$ cat config.mk
export PLATFORM = sky130hd
export DESIGN_NAME = dual_ratio_clkdiv
export DESIGN_NICKNAME = d
export VERILOG_FILES = /design/src/rtl/clkdiv_pkg.sv /design/src/rtl/cdiv_enable_sync.sv /design/src/rtl/cdiv_phase_ctr.sv /design/src/rtl/cdiv_bank.sv /design/src/rtl/dual_ratio_clkdiv.sv
export SDC_FILE = /design/constraint.sdc
export NUM_CORES = 1
export LEC_CHECK = 0
export ABC_AREA = 1
export BUFFER_PORTS_ARGS = -buffer_cell sky130_fd_sc_hd__buf_2
export CAP_MARGIN = 20
export CORE_AREA = 5 5 42 44
export DETAILED_ROUTE_END_ITERATION = 6
export DIE_AREA = 0 0 47 49
export GPL_TIMING_DRIVEN = 0
export PLACE_DENSITY = 0.7
export SYNTH_ARGS = -nofsm -noshare
export SYNTH_HDL_FRONTEND = slang
export SYNTH_SLANG_ARGS = --single-unit
$ cat constraint.sdc
create_clock -name clk_i -period 2.05 [get_ports clk_i]
set_input_delay 0.3075 -clock clk_i [delete_from_list [all_inputs] [get_ports clk_i]]
set_output_delay 0.3075 -clock clk_i [all_outputs]
set_load 0.05 [all_outputs]
$ cat src/rtl/clkdiv_pkg.sv
// Package: shared helpers for the dual-ratio divider.
// Assumes all ratios are even and positive.
package clkdiv_pkg;

    // Greatest common divisor, for deriving counter moduli at elaboration.
    function automatic int gcd(input int a, input int b);
        int x;
        int y;
        int t;
        x = a;
        y = b;
        while (y != 0) begin
            t = x % y;
            x = y;
            y = t;
        end
        return x;
    endfunction

    // Least common multiple of two ratios.
    function automatic int lcm(input int a, input int b);
        return (a / gcd(a, b)) * b;
    endfunction

    // Level of a 50% clock of period n at phase ph.
    function automatic logic half_high(input int ph, input int n);
        return (ph % n) < (n / 2);
    endfunction

endpackage

$ cat src/rtl/cdiv_enable_sync.sv
// Module: run-control capture on the falling input edge.
// Because the captured value changes only while clk_i is low, the enabled
// rising edges are always whole input cycles. Reset is synchronous, active low.
module cdiv_enable_sync (
    input  logic clk_i,
    input  logic rst_n_i,
    input  logic en_n_i,
    output logic run_o
);

    // Capture the inverted active-low enable on the falling edge.
    always_ff @(negedge clk_i) begin
        if (!rst_n_i) begin
            run_o <= 1'b0;
        end else begin
            run_o <= ~en_n_i;
        end
    end

endmodule

$ cat src/rtl/cdiv_phase_ctr.sv
// Module: shared phase counter, modulo MOD, that advances on enabled edges.
// Assumes MOD is a multiple of every ratio in use, so that all banks decode
// one common grid.
module cdiv_phase_ctr #(
    parameter int MOD = 12,
    localparam int PW = $clog2(MOD)
) (
    input  logic          clk_i,
    input  logic          rst_n_i,
    input  logic          run_i,
    output logic [PW-1:0] phase_o
);

    localparam logic [PW-1:0] LAST = PW'(MOD - 1);

    // Advance and wrap while running; hold while stopped.
    always_ff @(posedge clk_i) begin
        if (!rst_n_i) begin
            phase_o <= '0;
        end else if (run_i) begin
            phase_o <= (phase_o == LAST) ? '0 : phase_o + 1'b1;
        end
    end

endmodule

$ cat src/rtl/cdiv_bank.sv
// Module: one bank of divided clocks with two selectable ratios.
// It decodes the shared phase and applies a new select only on phases that
// are multiples of SWITCH_EVERY, so a new ratio always starts on the grid.
// COPIES identical registered outputs are produced.
module cdiv_bank #(
    parameter int RATIO_LO     = 2,
    parameter int RATIO_HI     = 4,
    parameter int SWITCH_EVERY = 4,
    parameter int PW           = 4,
    parameter int COPIES       = 2
) (
    input  logic              clk_i,
    input  logic              rst_n_i,
    input  logic              run_i,
    input  logic [PW-1:0]     phase_i,
    input  logic              sel_i,
    output logic [COPIES-1:0] clk_o
);

    import clkdiv_pkg::*;

    logic hi_q;
    logic hi_eff;
    logic at_switch;
    logic level;

    // Decide which ratio applies on this edge.
    always_comb begin
        at_switch = (int'(phase_i) % SWITCH_EVERY) == 0;
        hi_eff    = at_switch ? sel_i : hi_q;
        level     = hi_eff ? half_high(int'(phase_i), RATIO_HI)
                           : half_high(int'(phase_i), RATIO_LO);
    end

    // Keep the ratio in force until the next switching point.
    always_ff @(posedge clk_i) begin
        if (!rst_n_i) begin
            hi_q <= 1'b0;
        end else if (run_i) begin
            hi_q <= hi_eff;
        end
    end

    // One output register per copy, low while stopped or in reset.
    for (genvar c = 0; c < COPIES; c++) begin : g_copy
        always_ff @(posedge clk_i) begin
            if (!rst_n_i) begin
                clk_o[c] <= 1'b0;
            end else begin
                clk_o[c] <= run_i & level;
            end
        end
    end

endmodule

$ cat src/rtl/dual_ratio_clkdiv.sv
// Module: top of the dual-ratio aligned clock divider.
// Bank A divides by A_LO or A_HI, bank B by B_LO or B_HI, both from one
// shared phase counter whose modulus is the LCM of all ratios.
// The run control is retimed on the falling edge. Reset is synchronous, active low.
module dual_ratio_clkdiv #(
    parameter int A_LO   = 2,
    parameter int A_HI   = 4,
    parameter int B_LO   = 4,
    parameter int B_HI   = 6,
    parameter int COPIES = 2
) (
    input  logic              clk_i,
    input  logic              rst_n_i,
    input  logic              en_n_i,
    input  logic              sel_a_i,
    input  logic              sel_b_i,
    output logic [COPIES-1:0] bank_a_o,
    output logic [COPIES-1:0] bank_b_o
);

    import clkdiv_pkg::*;

    localparam int SW_A      = lcm(A_LO, A_HI);
    localparam int SW_B      = lcm(B_LO, B_HI);
    localparam int PHASE_MOD = lcm(SW_A, SW_B);
    localparam int PW        = $clog2(PHASE_MOD);

    logic          run_q;
    logic [PW-1:0] phase_q;

    cdiv_enable_sync u_en (
        .clk_i   (clk_i),
        .rst_n_i (rst_n_i),
        .en_n_i  (en_n_i),
        .run_o   (run_q)
    );

    cdiv_phase_ctr #(.MOD(PHASE_MOD)) u_phase (
        .clk_i   (clk_i),
        .rst_n_i (rst_n_i),
        .run_i   (run_q),
        .phase_o (phase_q)
    );

    cdiv_bank #(
        .RATIO_LO(A_LO), .RATIO_HI(A_HI), .SWITCH_EVERY(SW_A),
        .PW(PW), .COPIES(COPIES)
    ) u_bank_a (
        .clk_i   (clk_i),
        .rst_n_i (rst_n_i),
        .run_i   (run_q),
        .phase_i (phase_q),
        .sel_i   (sel_a_i),
        .clk_o   (bank_a_o)
    );

    cdiv_bank #(
        .RATIO_LO(B_LO), .RATIO_HI(B_HI), .SWITCH_EVERY(SW_B),
        .PW(PW), .COPIES(COPIES)
    ) u_bank_b (
        .clk_i   (clk_i),
        .rst_n_i (rst_n_i),
        .run_i   (run_q),
        .phase_i (phase_q),
        .sel_i   (sel_b_i),
        .clk_o   (bank_b_o)
    );

endmodule

==> Word-level counts from Yosys, hierarchy flattened <==
Index checks and enable logic that the tools add are counted.
{ "totals": {"ff_bits": 9, "out_inout_bits": 4, "in_bits": 5} }
{ "classes": {"add_sub_neg": 1, "n_reduce_logical": 2, "bitwise": 3, "eq_ne": 1, "n_lt_le_gt_ge": 3, "n_mux": 5, "div": 2} }
{ "op_table": {"columns": ["cell", "n"], "rows": [
  ["logical NOT 32 bit", 2],
  ["< comparator 32 x 3 -> 1 bit, second input constant", 1],
  ["remainder unit 5 x 4 -> 32 bit, second input constant", 1],
  ["remainder unit 5 x 5 -> 32 bit, second input constant", 1],
  ["adder 4 x 1 -> 4 bit, second input constant", 1],
  ["equality test 4 bit, second input constant", 1],
  ["two-way mux 1 bit", 4],
  ["two-way mux 4 bit", 1],
  ["AND 1 bit", 2],
  ["< comparator 2 bit, second input constant", 1],
  ["< comparator 1 bit, second input constant", 1],
  ["inverter 1 bit", 1]
]} }

==> Depth between registers and ports, before layout <==
{ "logic_depth": {"word_depth": 5, "mapped_depth": 11, "mapped_depth_nobuf": 11} }

==> Hierarchy <==
A second synthesis with hierarchy kept.
{ "unflattened": {"cells_unflattened": 87, "hier_area_um2": 539.3} }
{ "modules_own_cells": {"columns": ["mod", "area_per_inst_um2", "cells_per_inst", "n_inst"], "rows": [
  ["cdiv_bank at u_bank_b", 234.0, 46, 1],
  ["cdiv_phase_ctr", 181.4, 24, 1],
  ["cdiv_bank at u_bank_a", 90.1, 13, 1],
  ["cdiv_enable_sync", 33.8, 4, 1]
]} }

==> results.yml <==
power:
  p_leak_nw: 0.367
  power_frac_comb_pct: 15.9
  p_clk_share_pct: 35.4
  intPower_mw: 0.277
  netSwitchingFraction_pct: 29.7
  irDropWorstVdd_mv: 0.345
  powerDensity_nw_per_um2: 577
  p_sw_mw: 0.117
  p_seq_share_pct: 48.7
global_routing:
  gr-total-overflow: 0
  grtUsageTotal_pct: 10.3
  grt_pass1_vias: 439
  grt_pass1_wl_um: 1720
  antenna_found_initial: 0
  grt_max_degree: 8
yosys:
  yosysWarnings: 0
  ys_async_sr_fraction_pct: 0
  synth.area.top_cells: "dfxtp_1 30%, ha_1 19%, nand2_1 18%, inv_1 11%, nor2_1 4.4%"
  yosysSeqAreaShare_pct: 30.4
  syn_area_per_cell_um2: 6.90
  yosysTopAreaCell: "dfxtp_1"
  synth_top_area_share_pct: 30.4
  synth-edff-count: 0
  synth.most_common_cell: "nand2_1"
  synth_fp_nets: 100
  synthFlopType: "dfxtp_1"
  synth_commonest_cells: "28 x nand2_1, 17 x inv_1, 9 x dfxtp_1, 9 x ha_1, 7 x nor2_1"
  synthCells: 86
  syn_area_um2: 593
  synth.distinct_cells: 14
  synth-seq-cells: 9
worst_setup_path:
  critPathLaunchType: "flop"
  startpoint: "u_en.run_o$_SDFF_NN0_"
  cp-end-kind: "flop"
  crit_required_ps: 2210
  cp_top_family: "flip-flops"
  slowest_delay_ps: 370
  arrival_ps: 2120
  critPathMaxFanout: 7
  path_class: "reg -> reg"
  worstPathCellList: "inv_2 > o21ai_2 > inv_1 > nand2_1 > nor2_1"
  critPathBufInv: 2
  cp_slowest_cell: "dfxtp_4"
  r2r_start: "u_en.run_o$_SDFF_NN0_"
clocking:
  cts-root-buf: "clkbuf_4"
  numCtsBuffers: 3
  cts_max_level: 1
  cts.sinks: 9
  clk_path_buf_depth: 2
  cts_tree: "built"
  cts.hold.buffers_added: 0
  clkTransAtPathRegs_ps: 60
  clock_latency_ps: 310
outcome:
  status: "finished, final reports clean"
detailed_routing:
  drt-total-wl_um: 1030
  viasPerCell: 4.45
  ant_nets: 0
  vias: 507
  wire_per_inst_um: 9.06
  first_pass_iters: 4
  drtIter0Drc: 4
  drc: 0
layout:
  drive_gt1_share_pct: 17.3
  design_area_um2: 683
  fin_nets: 113
  diodes: 0
  areaGrowthSynthToFinish_pct: 15.2
  fill_cells: 145
die:
  die_y_um: 49
  core_um2: 1400
  start_util_pct: 42.3
  num_rows: 14
  die_x_um: 47
  fp.dieArea_um2: 2300
  num_io_pins: 9
timing:
  slew_headroom_pct: 79.6
  finalSetupTns_ps: 0
  worst_slew_pin_slew_ps: 303
  setup_violations: 0
  fin_worst_skew_ps: 54.1
  rsz0062_at_grt: "no"
  slew_viol_final: 0
  hold_violations: 0
hold_path:
  hp-start: "rst_n_i"
  holdCritPathClass: "in -> reg"
place:
  port_buffers: 8
  place_area_um2: 653
  gp_congestion: 0.775
  hpwl_um: 831
run:
  cap_violations: 0
[power by group through the flow]
stage / clock network (mW) / logic [mW] / registers [mW]
detailed placement: 0.00611 / 0.0633 / 0.196
finish: 0.140 / 0.0629 / 0.192
floorplan: 0.00611 / 0.0408 / 0.201
global route: 0.156 / 0.0705 / 0.193
global placement: 0.00611 / 0.0618 / 0.195
CTS: 0.146 / 0.0636 / 0.192
[metal layers]
metal	wire length, um	part of all wire (%)	track usage [%]
met5	0	0	0
met4	28	2.7	6.91
met3	66	6.4	3.69
met2	461	45	14.7
met1	476	46	12.5
[worst register-to-register path, cell delays in order (launching register included)]
cell and delay, ps:
dfxtp_4 370, inv_2 80, o21ai_2 180, inv_1 50, nand2_1 60, nor2_1 30
[final cells by class]
| cell class | instances | area (um^2) | share of cell area (%) |
|---|---|---|---|
| Sequential cell | 9 | 184 | 26.9 |
| Inverter | 17 | 63.8 | 9.34 |
| Timing Repair Buffer | 8 | 40.0 | 5.86 |
| Multi-Input combinational cell | 57 | 330 | 48.4 |
| Buffer | 2 | 15.0 | 2.20 |
| Tap cell | 16 | 20.0 | 2.93 |
| Clock inverter | 2 | 7.51 | 1.10 |
| Clock buffer | 3 | 22.5 | 3.30 |
[worst paths after layout]
kind              slack (ps)                               to  depth (start not counted)
hold / removal           330     u_bank_a.clk_o[0]$_SDFF_PN0_                          3
setup reg to reg          90  u_phase.phase_o[3]$_SDFFE_PN0P_                          5
hold reg to reg          480       u_bank_a.hi_q$_SDFFE_PN0P_                          2
setup / recovery          90  u_phase.phase_o[3]$_SDFFE_PN0P_                          5
[repair_timing]
item                       in CTS  in global routing
resized for setup               1                  1
pin swaps                       0                  1
setup endpoints to repair       1                  1
setup buffers                   0                  0
[per-stage QoR]
step | total power, mW | utilization [%] | hold WS [ps] | setup WS [ps] | std cells
finish | 0.394 | 48.8 | 326 | 90.4 | 114
global route | 0.420 | 48.8 | 340 | 5.86 | 114
CTS | 0.402 | 48.6 | 325 | 57.0 | 114
detailed placement | 0.265 | 46.6 | 488 | 6.75 | 110
global placement | 0.263 | 46.6 | 454 | 5.49 | 110
floorplan | 0.248 | - | 430 | 98.1 | 86
[sequential cells by signal, indices dropped and copies added, names as in the netlist]
signal / flops
u_phase.phase_o: 4
u_bank_b.hi_q: 1
u_bank_a.clk_o: 1
u_en.run_o: 1
u_bank_a.hi_q: 1
u_bank_b.clk_o: 1
[layout by cell type (no fill, tap or decap), types with 2 or more instances in the layout]
master / count
a21oi_1: 5
buf_2: 8
buf_4: 2
clkbuf_4: 3
dfxtp_1: 8
ha_1: 9
inv_1: 18
nand2_1: 28
nor2_1: 7
o21ai_0: 3
[cells by family (layout without fill, tap and decap cells)]
group	count (synthesis)	count (layout)	synth area share, %
AO/OA/AOI/OAI	10	10	9.49
buffers and inverters	20	32	13.9
flip-flops	9	9	30.4
AND/OR/NAND/NOR	37	37	25.7
XOR/XNOR	1	1	1.48
adder cells (fa/ha/maj)	9	9	19.0
Note: power is estimated with default switching activity, not from simulation.
